===== src/rtl/mspi_pkg.sv =====
package mspi_pkg;
   localparam int SEL_W        = 3;
   localparam int CONF_W       = 23;
   localparam int LEN_W        = 6;
   localparam int WL_MAX       = 32;
   localparam int WL_MIN_FIELD = 3;
   localparam int CF_WL_LO     = 7;
   localparam int CF_WL_HI     = 11;
   localparam int CF_TRM_LO    = 12;
   localparam int CF_TRM_HI    = 13;
   localparam int CF_DMA_TX    = 14;
   localparam int CF_DMA_RX    = 15;
   localparam int CF_TURBO     = 19;
   localparam int CF_FORCE     = 20;
   localparam logic [CONF_W-1:0] CONF_RST = 23'h060000;

   typedef enum logic [SEL_W-1:0] {
      SEL_CONF = 3'd0,
      SEL_STAT = 3'd1,
      SEL_CTRL = 3'd2,
      SEL_TX   = 3'd3,
      SEL_RX   = 3'd4
   } reg_sel_e;

   typedef enum logic [1:0] {
      XM_BOTH  = 2'd0,
      XM_RX    = 2'd1,
      XM_TX    = 2'd2,
      XM_ILLEG = 2'd3
   } xfer_mode_e;
endpackage


===== src/rtl/mspi_shifter.sv =====
module mspi_shifter
   import mspi_pkg::*;
#(
   parameter int DATA_W = 32
) (
   input  logic              clk,
   input  logic              rst_n,
   input  logic              start,
   input  logic [LEN_W-1:0]  len,
   input  logic [DATA_W-1:0] tx_word,
   input  logic              miso,
   output logic              busy,
   output logic              done,
   output logic [DATA_W-1:0] rx_word,
   output logic              sclk,
   output logic              mosi,
   output logic              cs_n
);
   localparam int SH_W = $clog2(DATA_W + 1);

   logic              phase_q;
   logic [LEN_W-1:0]  left_q;
   logic [DATA_W-1:0] sreg_q;
   logic [DATA_W-1:0] rsh_q;
   logic [SH_W-1:0]   shamt;

   assign shamt   = SH_W'(DATA_W) - SH_W'(len);
   assign done    = busy && phase_q && (left_q == LEN_W'(1));
   assign rx_word = {rsh_q[DATA_W-2:0], miso};
   assign sclk    = busy && phase_q;
   assign mosi    = busy && sreg_q[DATA_W-1];
   assign cs_n    = !busy;

   always_ff @(posedge clk or negedge rst_n) begin
      if (!rst_n) begin
         busy    <= 1'b0;
         phase_q <= 1'b0;
         left_q  <= '0;
         sreg_q  <= '0;
         rsh_q   <= '0;
      end else if (start) begin
         busy    <= 1'b1;
         phase_q <= 1'b0;
         left_q  <= len;
         sreg_q  <= tx_word << shamt;
         rsh_q   <= '0;
      end else if (busy) begin
         if (!phase_q) begin
            phase_q <= 1'b1;
         end else begin
            phase_q <= 1'b0;
            sreg_q  <= sreg_q << 1;
            rsh_q   <= rx_word;
            left_q  <= left_q - LEN_W'(1);
            if (left_q == LEN_W'(1)) busy <= 1'b0;
         end
      end
   end

   AST_START_IDLE: assert property (@(posedge clk) disable iff (!rst_n)
      start |-> !busy);
   AST_DONE_RELEASES: assert property (@(posedge clk) disable iff (!rst_n)
      done |=> cs_n);
   AST_LEN_NONZERO: assert property (@(posedge clk) disable iff (!rst_n)
      start |-> (len != '0));
endmodule


===== src/rtl/mspi_chan.sv =====
module mspi_chan
   import mspi_pkg::*;
#(
   parameter int DATA_W = 32
) (
   input  logic              clk,
   input  logic              rst_n,
   input  logic              single_mode,
   input  logic              wr_conf,
   input  logic              wr_ctrl,
   input  logic              wr_tx,
   input  logic              rd_rx,
   input  logic [DATA_W-1:0] wdata,
   output logic [CONF_W-1:0] conf_q,
   output logic [2:0]        stat_q,
   output logic              en_q,
   output logic [DATA_W-1:0] tx_q,
   output logic [DATA_W-1:0] rx_q,
   output logic              cfg_bad,
   output logic              txdrq,
   output logic              rxdrq,
   output logic              evt_txe,
   output logic              evt_rxf,
   output logic              sh_start,
   output logic [LEN_W-1:0]  sh_len,
   input  logic              sh_busy,
   input  logic              sh_done,
   input  logic [DATA_W-1:0] sh_rx
);
   logic       rxs_q, txs_q, eot_q, pend_q;
   xfer_mode_e mode;
   logic       turbo, force_b;
   logic       eval, stall, go_shift, fin_now;

   assign mode    = xfer_mode_e'(conf_q[CF_TRM_HI:CF_TRM_LO]);
   assign turbo   = conf_q[CF_TURBO];
   assign force_b = conf_q[CF_FORCE];
   assign stat_q  = {eot_q, txs_q, rxs_q};
   assign sh_len  = LEN_W'(conf_q[CF_WL_HI:CF_WL_LO]) + LEN_W'(1);
   assign cfg_bad = (mode == XM_ILLEG) ||
                    (conf_q[CF_WL_HI:CF_WL_LO] < 5'(WL_MIN_FIELD));
   assign txdrq   = en_q && conf_q[CF_DMA_TX] && txs_q && (mode != XM_RX);
   assign rxdrq   = en_q && conf_q[CF_DMA_RX] && rxs_q && (mode != XM_TX);

   always_comb begin
      eval     = pend_q && !sh_busy;
      stall    = (rxs_q && (mode != XM_TX) && !turbo) ||
                 (txs_q && (mode != XM_RX));
      go_shift = !single_mode || force_b;
      sh_start = eval && en_q && !stall && go_shift;
      fin_now  = eval && en_q && !stall && !go_shift;
   end

   always_ff @(posedge clk or negedge rst_n) begin
      if (!rst_n) begin
         conf_q  <= CONF_RST;
         rxs_q   <= 1'b0;
         txs_q   <= 1'b1;
         eot_q   <= 1'b0;
         en_q    <= 1'b0;
         pend_q  <= 1'b0;
         tx_q    <= '0;
         rx_q    <= '0;
         evt_txe <= 1'b0;
         evt_rxf <= 1'b0;
      end else begin
         evt_txe <= 1'b0;
         evt_rxf <= 1'b0;
         if (eval) pend_q <= 1'b0;
         if (eval && en_q && stall) begin
            evt_rxf <= rxs_q && (mode != XM_TX) && !turbo;
            evt_txe <= txs_q && (mode != XM_RX);
         end
         if (fin_now || sh_done) begin
            tx_q    <= '0;
            eot_q   <= 1'b1;
            txs_q   <= 1'b1;
            if (mode != XM_TX) rxs_q <= 1'b1;
            evt_rxf <= (mode != XM_TX) && !turbo;
            evt_txe <= (mode != XM_RX);
         end
         if (sh_done) rx_q <= sh_rx;
         if (wr_conf) conf_q <= wdata[CONF_W-1:0];
         if (wr_ctrl) begin
            if (wdata[0] && !en_q) pend_q <= 1'b1;
            en_q <= wdata[0];
         end
         if (wr_tx) begin
            tx_q   <= wdata;
            txs_q  <= 1'b0;
            pend_q <= 1'b1;
         end
         if (rd_rx) begin
            rxs_q  <= 1'b0;
            pend_q <= 1'b1;
         end
      end
   end

   AST_FLAGS_AFTER_DONE: assert property (@(posedge clk) disable iff (!rst_n)
      (sh_done && !wr_tx) |=> (txs_q && eot_q));
   AST_TXONLY_NO_RXS: assert property (@(posedge clk) disable iff (!rst_n)
      (sh_done && (mode == XM_TX) && !rxs_q) |=> !rxs_q);
   AST_EOT_STICKY: assert property (@(posedge clk) disable iff (!rst_n)
      eot_q |=> eot_q);
endmodule


===== src/rtl/mspi_xfer_ctrl.sv =====
module mspi_xfer_ctrl
   import mspi_pkg::*;
#(
   parameter int NUM_CH = 4,
   parameter int DATA_W = 32,
   localparam int CH_W  = (NUM_CH > 1) ? $clog2(NUM_CH) : 1,
   localparam int ADDR_W = CH_W + SEL_W
) (
   input  logic              clk,
   input  logic              rst_n,
   input  logic              single_mode,
   input  logic              reg_wr,
   input  logic              reg_rd,
   input  logic [ADDR_W-1:0] reg_addr,
   input  logic [DATA_W-1:0] reg_wdata,
   output logic [DATA_W-1:0] reg_rdata,
   output logic [NUM_CH-1:0] cfg_bad,
   output logic [NUM_CH-1:0] dma_tx_req,
   output logic [NUM_CH-1:0] dma_rx_req,
   output logic [NUM_CH-1:0] evt_tx_empty,
   output logic [NUM_CH-1:0] evt_rx_full,
   output logic [NUM_CH-1:0] spi_sclk,
   output logic [NUM_CH-1:0] spi_mosi,
   input  logic [NUM_CH-1:0] spi_miso,
   output logic [NUM_CH-1:0] spi_cs_n
);
   if (NUM_CH < 2) begin : g_bad_ch
      $error("NUM_CH must be at least 2");
   end
   if (DATA_W < WL_MAX) begin : g_bad_w
      $error("DATA_W must hold the longest word");
   end

   logic [CH_W-1:0] ch_sel;
   reg_sel_e        sel;
   logic [CONF_W-1:0] conf_a [NUM_CH];
   logic [2:0]        stat_a [NUM_CH];
   logic              en_a   [NUM_CH];
   logic [DATA_W-1:0] tx_a   [NUM_CH];
   logic [DATA_W-1:0] rx_a   [NUM_CH];

   assign ch_sel = reg_addr[ADDR_W-1:SEL_W];
   assign sel    = reg_sel_e'(reg_addr[SEL_W-1:0]);

   for (genvar g = 0; g < NUM_CH; g++) begin : g_ch
      logic              hit;
      logic              sh_start, sh_busy, sh_done;
      logic [LEN_W-1:0]  sh_len;
      logic [DATA_W-1:0] sh_rx;

      assign hit = (ch_sel == CH_W'(g));

      mspi_chan #(.DATA_W(DATA_W)) chan_i (
         .clk        (clk),
         .rst_n      (rst_n),
         .single_mode(single_mode),
         .wr_conf    (reg_wr && hit && (sel == SEL_CONF)),
         .wr_ctrl    (reg_wr && hit && (sel == SEL_CTRL)),
         .wr_tx      (reg_wr && hit && (sel == SEL_TX)),
         .rd_rx      (reg_rd && hit && (sel == SEL_RX)),
         .wdata      (reg_wdata),
         .conf_q     (conf_a[g]),
         .stat_q     (stat_a[g]),
         .en_q       (en_a[g]),
         .tx_q       (tx_a[g]),
         .rx_q       (rx_a[g]),
         .cfg_bad    (cfg_bad[g]),
         .txdrq      (dma_tx_req[g]),
         .rxdrq      (dma_rx_req[g]),
         .evt_txe    (evt_tx_empty[g]),
         .evt_rxf    (evt_rx_full[g]),
         .sh_start   (sh_start),
         .sh_len     (sh_len),
         .sh_busy    (sh_busy),
         .sh_done    (sh_done),
         .sh_rx      (sh_rx)
      );

      mspi_shifter #(.DATA_W(DATA_W)) shf_i (
         .clk    (clk),
         .rst_n  (rst_n),
         .start  (sh_start),
         .len    (sh_len),
         .tx_word(tx_a[g]),
         .miso   (spi_miso[g]),
         .busy   (sh_busy),
         .done   (sh_done),
         .rx_word(sh_rx),
         .sclk   (spi_sclk[g]),
         .mosi   (spi_mosi[g]),
         .cs_n   (spi_cs_n[g])
      );
   end

   always_comb begin
      reg_rdata = '0;
      if (int'(ch_sel) < NUM_CH) begin
         case (sel)
            SEL_CONF: reg_rdata = DATA_W'(conf_a[ch_sel]);
            SEL_STAT: reg_rdata = DATA_W'(stat_a[ch_sel]);
            SEL_CTRL: reg_rdata = DATA_W'(en_a[ch_sel]);
            SEL_TX:   reg_rdata = tx_a[ch_sel];
            SEL_RX:   reg_rdata = rx_a[ch_sel];
            default:  reg_rdata = '0;
         endcase
      end
   end
endmodule


===== config.mk =====
export PLATFORM = sky130hd
export DESIGN_NAME = mspi_xfer_ctrl
export DESIGN_NICKNAME = d
export VERILOG_FILES = /design/src/rtl/mspi_pkg.sv /design/src/rtl/mspi_shifter.sv /design/src/rtl/mspi_chan.sv /design/src/rtl/mspi_xfer_ctrl.sv
export SDC_FILE = /design/constraint.sdc
export NUM_CORES = 2
export LEC_CHECK = 0
export BUFFER_PORTS_ARGS = -buffer_cell sky130_fd_sc_hd__buf_2
export CORE_ASPECT_RATIO = 1.25
export CORE_MARGIN = 5
export CORE_UTILIZATION = 50
export CTS_CLUSTER_DIAMETER = 50
export DETAILED_ROUTE_END_ITERATION = 8
export GPL_TIMING_DRIVEN = 0
export PLACE_DENSITY = 0.74
export SKIP_CTS_REPAIR_TIMING = 1
export SYNTH_ARGS = -nofsm -noshare
export SYNTH_HDL_FRONTEND = slang
export SYNTH_SLANG_ARGS = --single-unit
export TNS_END_PERCENT = 5

===== constraint.sdc =====
create_clock -name clk -period 7.15 [get_ports clk]
set_input_delay 0.715 -clock clk [delete_from_list [all_inputs] [get_ports clk]]
set_output_delay 0.715 -clock clk [all_outputs]
set_load 0.01 [all_outputs]

======== After elaboration in Yosys (flattened, before gate mapping) ========
Cells that the tools add are included.
storage, ports and cells
  output and inout port bits .............. 64
  flip-flop bits (word level) ............. 660
  input port bits ......................... 46
  logic and storage cells ................. 420
operators by class
  mux-type cells .......................... 144
  order comparisons ....................... 5
  add/subtract/negate cells ............... 12
  shift operators ......................... 4
  reductions and logical operators ........ 171
  eq/ne operators ......................... 23
  bitwise gates (word level) .............. 1
operators with widths
  kind                                                                           count
  32-bit two-way mux                                                             24
  31-bit two-way mux                                                             12
  32-bit one-hot mux with 5 select lines                                         1
  32-bit binary-select mux with 2-bit select                                     2
  32-bit by 6-bit left shift with 32-bit output                                  4
  1-bit logical AND                                                              104
  1-bit two-way mux                                                              86
  6-bit two-way mux                                                              12
  23-bit binary-select mux with 2-bit select                                     1
  23-bit two-way mux                                                             2
  2-bit nonzero test                                                             20
  5-bit by 1-bit adder with 6-bit output (second input constant)                 4
  6-bit by 1-bit equality test with 1-bit output (second input constant)         4
  6-bit by 1-bit subtractor with 6-bit output (second input constant)            4
  6-bit subtractor (first input constant)                                        4
  1-bit logical NOT                                                              21
  5-bit by 2-bit less-than comparator with 1-bit output (second input constant)  4
  1-bit logical OR                                                               16
  2-bit AND reduction                                                            8
  2-bit equality test (second input constant)                                    6
  2-bit by 1-bit != test with 1-bit output (second input constant)               4
  2-bit != test (second input constant)                                          4
  3-bit binary-select mux with 2-bit select                                      1
  3-bit by 2-bit equality test with 1-bit output (second input constant)         2
  other kinds (9)                                                                10

======== Longest topological paths before layout ========
  word-level depth ........................ 10
  gate-level depth with buffers ........... 11

======== By module ========
Synthesis repeated with hierarchy kept, for this count alone.
second synthesis, totals
  cell total of the unflattened synthesis .. 3635
  area total of the unflattened synthesis .. 38003.9 um^2
by module, submodules not included
  module                             area an instance (um^2)  cells an instance  instances
  mspi_chan                          3798.6                   316                4
  mspi_shifter at g_ch[1].shf_i ...  4981.0                   532                3
  mspi_shifter at g_ch[0].shf_i      4888.4                   534                1
  mspi_xfer_ctrl                     2977.9                   241                1

======== Least setup slack after synthesis ========
OpenSTA, ideal clock, no wires.
  path type ............................... input port to output port
  start ................................... input reg_addr[3]
  end ..................................... output reg_rdata[23]
  buffers on the path ..................... 3
  data arrival time ....................... 2454 ps
  required time ........................... 6435 ps
  stages on the path ...................... 5
  setup slack ............................. 3981 ps
  cells stage by stage .................... clkbuf_1 > buf_2 > buf_2 > mux4_2 > a32o_1
on the way
  longest elaborated chain between the ends .. 5
  elaborated cells between the ends (all ways) .. 8
ends and longest elaborated chain
  what                                                           RTL line                                      text
  start: declaration                                             mspi_xfer_ctrl.sv:14                          input logic [ADDR_W-1:0] reg_addr,
  2-bit NOT with 3-bit output (not written as such) (*)          mspi_xfer_ctrl.sv:102, mspi_xfer_ctrl.sv:103
  32-bit binary-select mux with 2-bit select (on tied branches)  mspi_xfer_ctrl.sv:103, mspi_xfer_ctrl.sv:102
  32-bit two-way mux (on tied branches) (2 in series)            mspi_xfer_ctrl.sv:103, mspi_xfer_ctrl.sv:102
  32-bit one-hot mux with 5 select lines (*)                     mspi_xfer_ctrl.sv:98                          case (sel)
  end: declaration                                               mspi_xfer_ctrl.sv:16                          output logic [DATA_W-1:0] reg_rdata,
Mark *: on every way between the ends. The rest lies on a longest branch, timed or not. The select of a mux whose other input is x is not followed.

======== Final worst setup path ========
  start ................................... input reg_addr[4]
  end ..................................... output reg_rdata[16]
on the way
  longest elaborated chain between the ends .. 5
  elaborated cells between the ends (all ways) .. 11
ends and longest elaborated chain
  what                                                                            RTL line                                                            text
  2-bit NOT with 3-bit output (not written as such) (*)                           mspi_xfer_ctrl.sv:99, mspi_xfer_ctrl.sv:102, mspi_xfer_ctrl.sv:103
  32-bit binary-select mux with 2-bit select (tied with other cells)              mspi_xfer_ctrl.sv:103                                               SEL_RX: reg_rdata = rx_a[ch_sel];
  32-bit two-way mux (not written as such) (tied with other cells) (2 in series)  mspi_xfer_ctrl.sv:103
  32-bit one-hot mux with 5 select lines (*)                                      mspi_xfer_ctrl.sv:98
Marks and branches as above.

==> impl_results.md <==
- Fin crit share: between 60% and 70%
- Starting Density: 50.5%
- First-pass GRT wire length: about 200000 µm
- GPL Wtd Cong: about 1.0
- Final hold violations: 0
- Worst skew pair latency: about 0.66 ns
- Startpoint types: primary input
- Filler cell count: around 6300
- Detailed-router iteration count before antenna repair: 6
- Slew Viols, Final: 0
- Area occupied by registers: ~17000 µm²
- Normalized max-slew margin: between 20 and 25%
- Synth unique cells: 83
- Max-cap viol count: 0
- Max Used Layer: met5
- Synth Flop Type: dfrtp_1
- Post-synth EDFFs: 0
- CTS clk-pin slew, worst paths: 0.06 ns
- Vias per Instance: between 6 and 7
- Status: finished clean
- Adder-cell share of the synthesized area: less than 1%
- Routed wire length: roughly 130000 µm
- Post-synthesis instance area: around 37000 µm²
- Initial DRC Count: around 3600
- Initial antenna violation count: 20
- Final worst slack: around 2.5 ns
- Worst Hold Class: primary input to asynchronous set/reset pin
- Fin area: 41700 µm²
- Met2 Wirelength: 61200 µm
- Post-synth net total: 3669
- Synth top area share: between 40% and 50%
- Area Growth Syn to Fin: 12.2%
- Cells after Synth: around 3600
- Chip width: between 200 and 300 µm
- RSZ-0062 raised after global routing: no
- # port buffers: 106
- Place WS: 2.72 ns
- Share of cells above drive strength 1: 21.0%
- Max clock buf depth: 3
- Met1 wire length: 48800 µm
- Required @ worst endpoint: ~6.4 ns
- Setup_tns: 0 ns
- Critical Path AT: 3.97 ns
- Total power draw: about 0.015 W
- CTS Sinks: 660
- Post-route DRC: 0
- Worst VDD drop: around 0.25 mV
- Synth Area in XOR/XNOR: 0.987%
- Root Buffer: clkbuf_16
- Placed cell area: a little under 40000 µm²
- Sequential fraction of the synthesis area: between 40 and 50%
- Compound-Gate Fraction of Synth Area: 11.7%
- Post-Synth Simple-Gate Area: about an eighth
- Total die area: between 70000 and 80000 µm²
- Final Setup Violations: 0
- Fin nets: slightly below 4000
- Worst Tran Pin Value: ~1.2 ns
- Met3 Routed Length: roughly 14000 µm
- CP endpoint kind: output port
- Crit-path max FO: 10
- Final global-route overflow total: 0
- Antenna-violating nets left: 0
- Setup CP Type: primary input to output port
- HPWL after DPL: about 100000 µm
- Yosys top cell by area: dfrtp_1
- Pwr/cell area: 353 nW/µm²
- Chip height: between 300 and 400 µm
- Fmax: between 200 and 250 MHz
- Multi-input logic area: 19000 µm²
- Num CTS Buffers: 78
- Vias in the first global route: between 30000 and 40000
- Synth async-reset ratio: between 90% and 100%
- Final worst path period need: between 4 and 5 ns
- I/O Pins: 110
- Mux share of post-synthesis cell area: between 20% and 30%
- Synth top area cells: dfrtp_1 44%, mux4_2 13%, nand2_1 7.4%
- Largest net degree at the start of global routing: roughly 120
- Gr usage total: between 30% and 40%
- CTS H-tree depth: 3
- Mean post-synth cell area: 10.3 µm²
- Core Footprint: roughly 73000 µm²
- TritonCTS clock tree: yes
- Via count: 31500
- Setup Skew: 0.0369 ns
- Yosys reg bits: 660
- Core Rows: between 100 and 150
- Main combinational cell family by area after synthesis: multiplexers
- DR WL/cell: about 28 µm
- Yosys warnings: 0
- Static Leak: around 18 nW
[cell type report]
cell class	instances	area share (%)
buffer	309	3.31
clock inverter	43	1.18
timing repair buffer	111	1.63
tap	960	2.88
sequential	660	39.7
clock buffer	102	5.10
antenna	16	0.0961
inverter	51	0.459
multi-input combinational	2591	45.7
[layout by cell type (no fill, tap or decap), drive strengths merged, types with 54 or more instances in the layout]
| cell type | count |
|---|---|
| nand2 | 738 |
| dfrtp | 648 |
| o21ai | 287 |
| clkbuf | 277 |
| a21oi | 250 |
| buf | 245 |
| mux2 | 233 |
| mux4 | 216 |
| nor2 | 215 |
| mux2i | 175 |
| inv | 63 |
| nand3 | 54 |
[through the flow]
stage / cells / hold slack, ns / util (%)
finish: 4843 / 0.0396 / 56.7
global placement: 4677 / 0.447 / 52.9
detailed placement: 4682 / 0.452 / 53.1
global route: 4836 / 0.133 / 56.7
CTS: 4827 / 0.0934 / 56.7
floorplan: 3611 / 0.419 / -
[state kept, by name (all words and copies together), names as in the netlist]
signal	count
g_ch.chan_i.txs_q	4
g_ch.shf_i.left_q	24
g_ch.shf_i.sreg_q	128
g_ch.chan_i.rxs_q	4
g_ch.shf_i.busy	4
g_ch.chan_i.pend_q	4
g_ch.chan_i.rx_q	128
g_ch.chan_i.tx_q	128
g_ch.shf_i.rsh_q	124
g_ch.chan_i.eot_q	4
g_ch.chan_i.evt_txe	4
g_ch.chan_i.evt_rxf	4
g_ch.chan_i.conf_q	92
g_ch.shf_i.phase_q	4
g_ch.chan_i.en_q	4
[power breakdown]
| group | internal (W) | switching [W] | total [W] |
|---|---|---|---|
| clock network | 0.00233 | 0.00175 | 0.00408 |
| logic | 0.00219 | 0.00292 | 0.00511 |
| registers | 0.00453 | 0.00101 | 0.00554 |
| total | 0.00905 | 0.00568 | 0.0147 |
[synth_stat cells (all sizes together) (6+ instances only)]
master / number
mux2: 233
o2bb2ai: 7
nand2: 738
nor2: 215
buf: 134
a31oi: 19
dfstp: 12
o211ai: 17
and2: 15
mux4: 216
dfrtp: 648
and3: 17
a32o: 13
nor3: 32
o21a: 8
xor2: 14
a22o: 6
or4: 6
or3: 10
inv: 49
o221ai: 11
nand3: 54
or2: 10
nand4: 15
a21oi: 250
nor4: 8
o22ai: 44
a211oi: 13
mux2i: 175
clkbuf: 175
ha: 12
nor2b: 15
a221oi: 6
o21ai: 287
nand2b: 23
xnor2: 27
[worst max-delay path, cell delays in order]
cell      delay, ns
clkbuf_1       0.36
clkbuf_1       0.59
clkbuf_1       0.80
mux4_2         0.41
mux2i_1        0.43
o21ai_0        0.39
buf_2          0.26
[layer usage]
layer | global-route usage, % | up-vias
met4 | 20.5 | 8
met5 | 0 | -
met3 | 7.76 | 489
met1 | 42.1 | 15800
li1 | - | 13300
met2 | 51.1 | 1886
[kinds of logic (layout without fill, tap and decap cells)]
family | count (synthesis) | in the layout
simple gates | 1174 | 1174
compound gates | 740 | 740
flops | 660 | 660
mux | 624 | 624
buf+inv | 360 | 616
xor+xnor | 41 | 41
fa+ha+maj | 12 | 12
other cells | 0 | 16
[final timing paths]
path	cells past startpoint	to	from	slack [ns]
worst min-delay path	1	g_ch[0].shf_i.sreg_q[6]	rst_n	0.04
max in group asynchronous	5	g_ch[2].shf_i.rsh_q[25]	rst_n	4.46
worst max register to register	8	g_ch[0].shf_i.rsh_q[28]	g_ch[0].shf_i.busy	3.36
worst min register to register	1	g_ch[2].chan_i.eot_q	g_ch[2].chan_i.eot_q	0.47
min in group clk	3	g_ch[3].shf_i.rsh_q[0]	spi_miso[3]	0.35
worst max-delay path	7	reg_rdata[16]	reg_addr[4]	2.46
No activity file was read; power rests on OpenSTA's default activity.
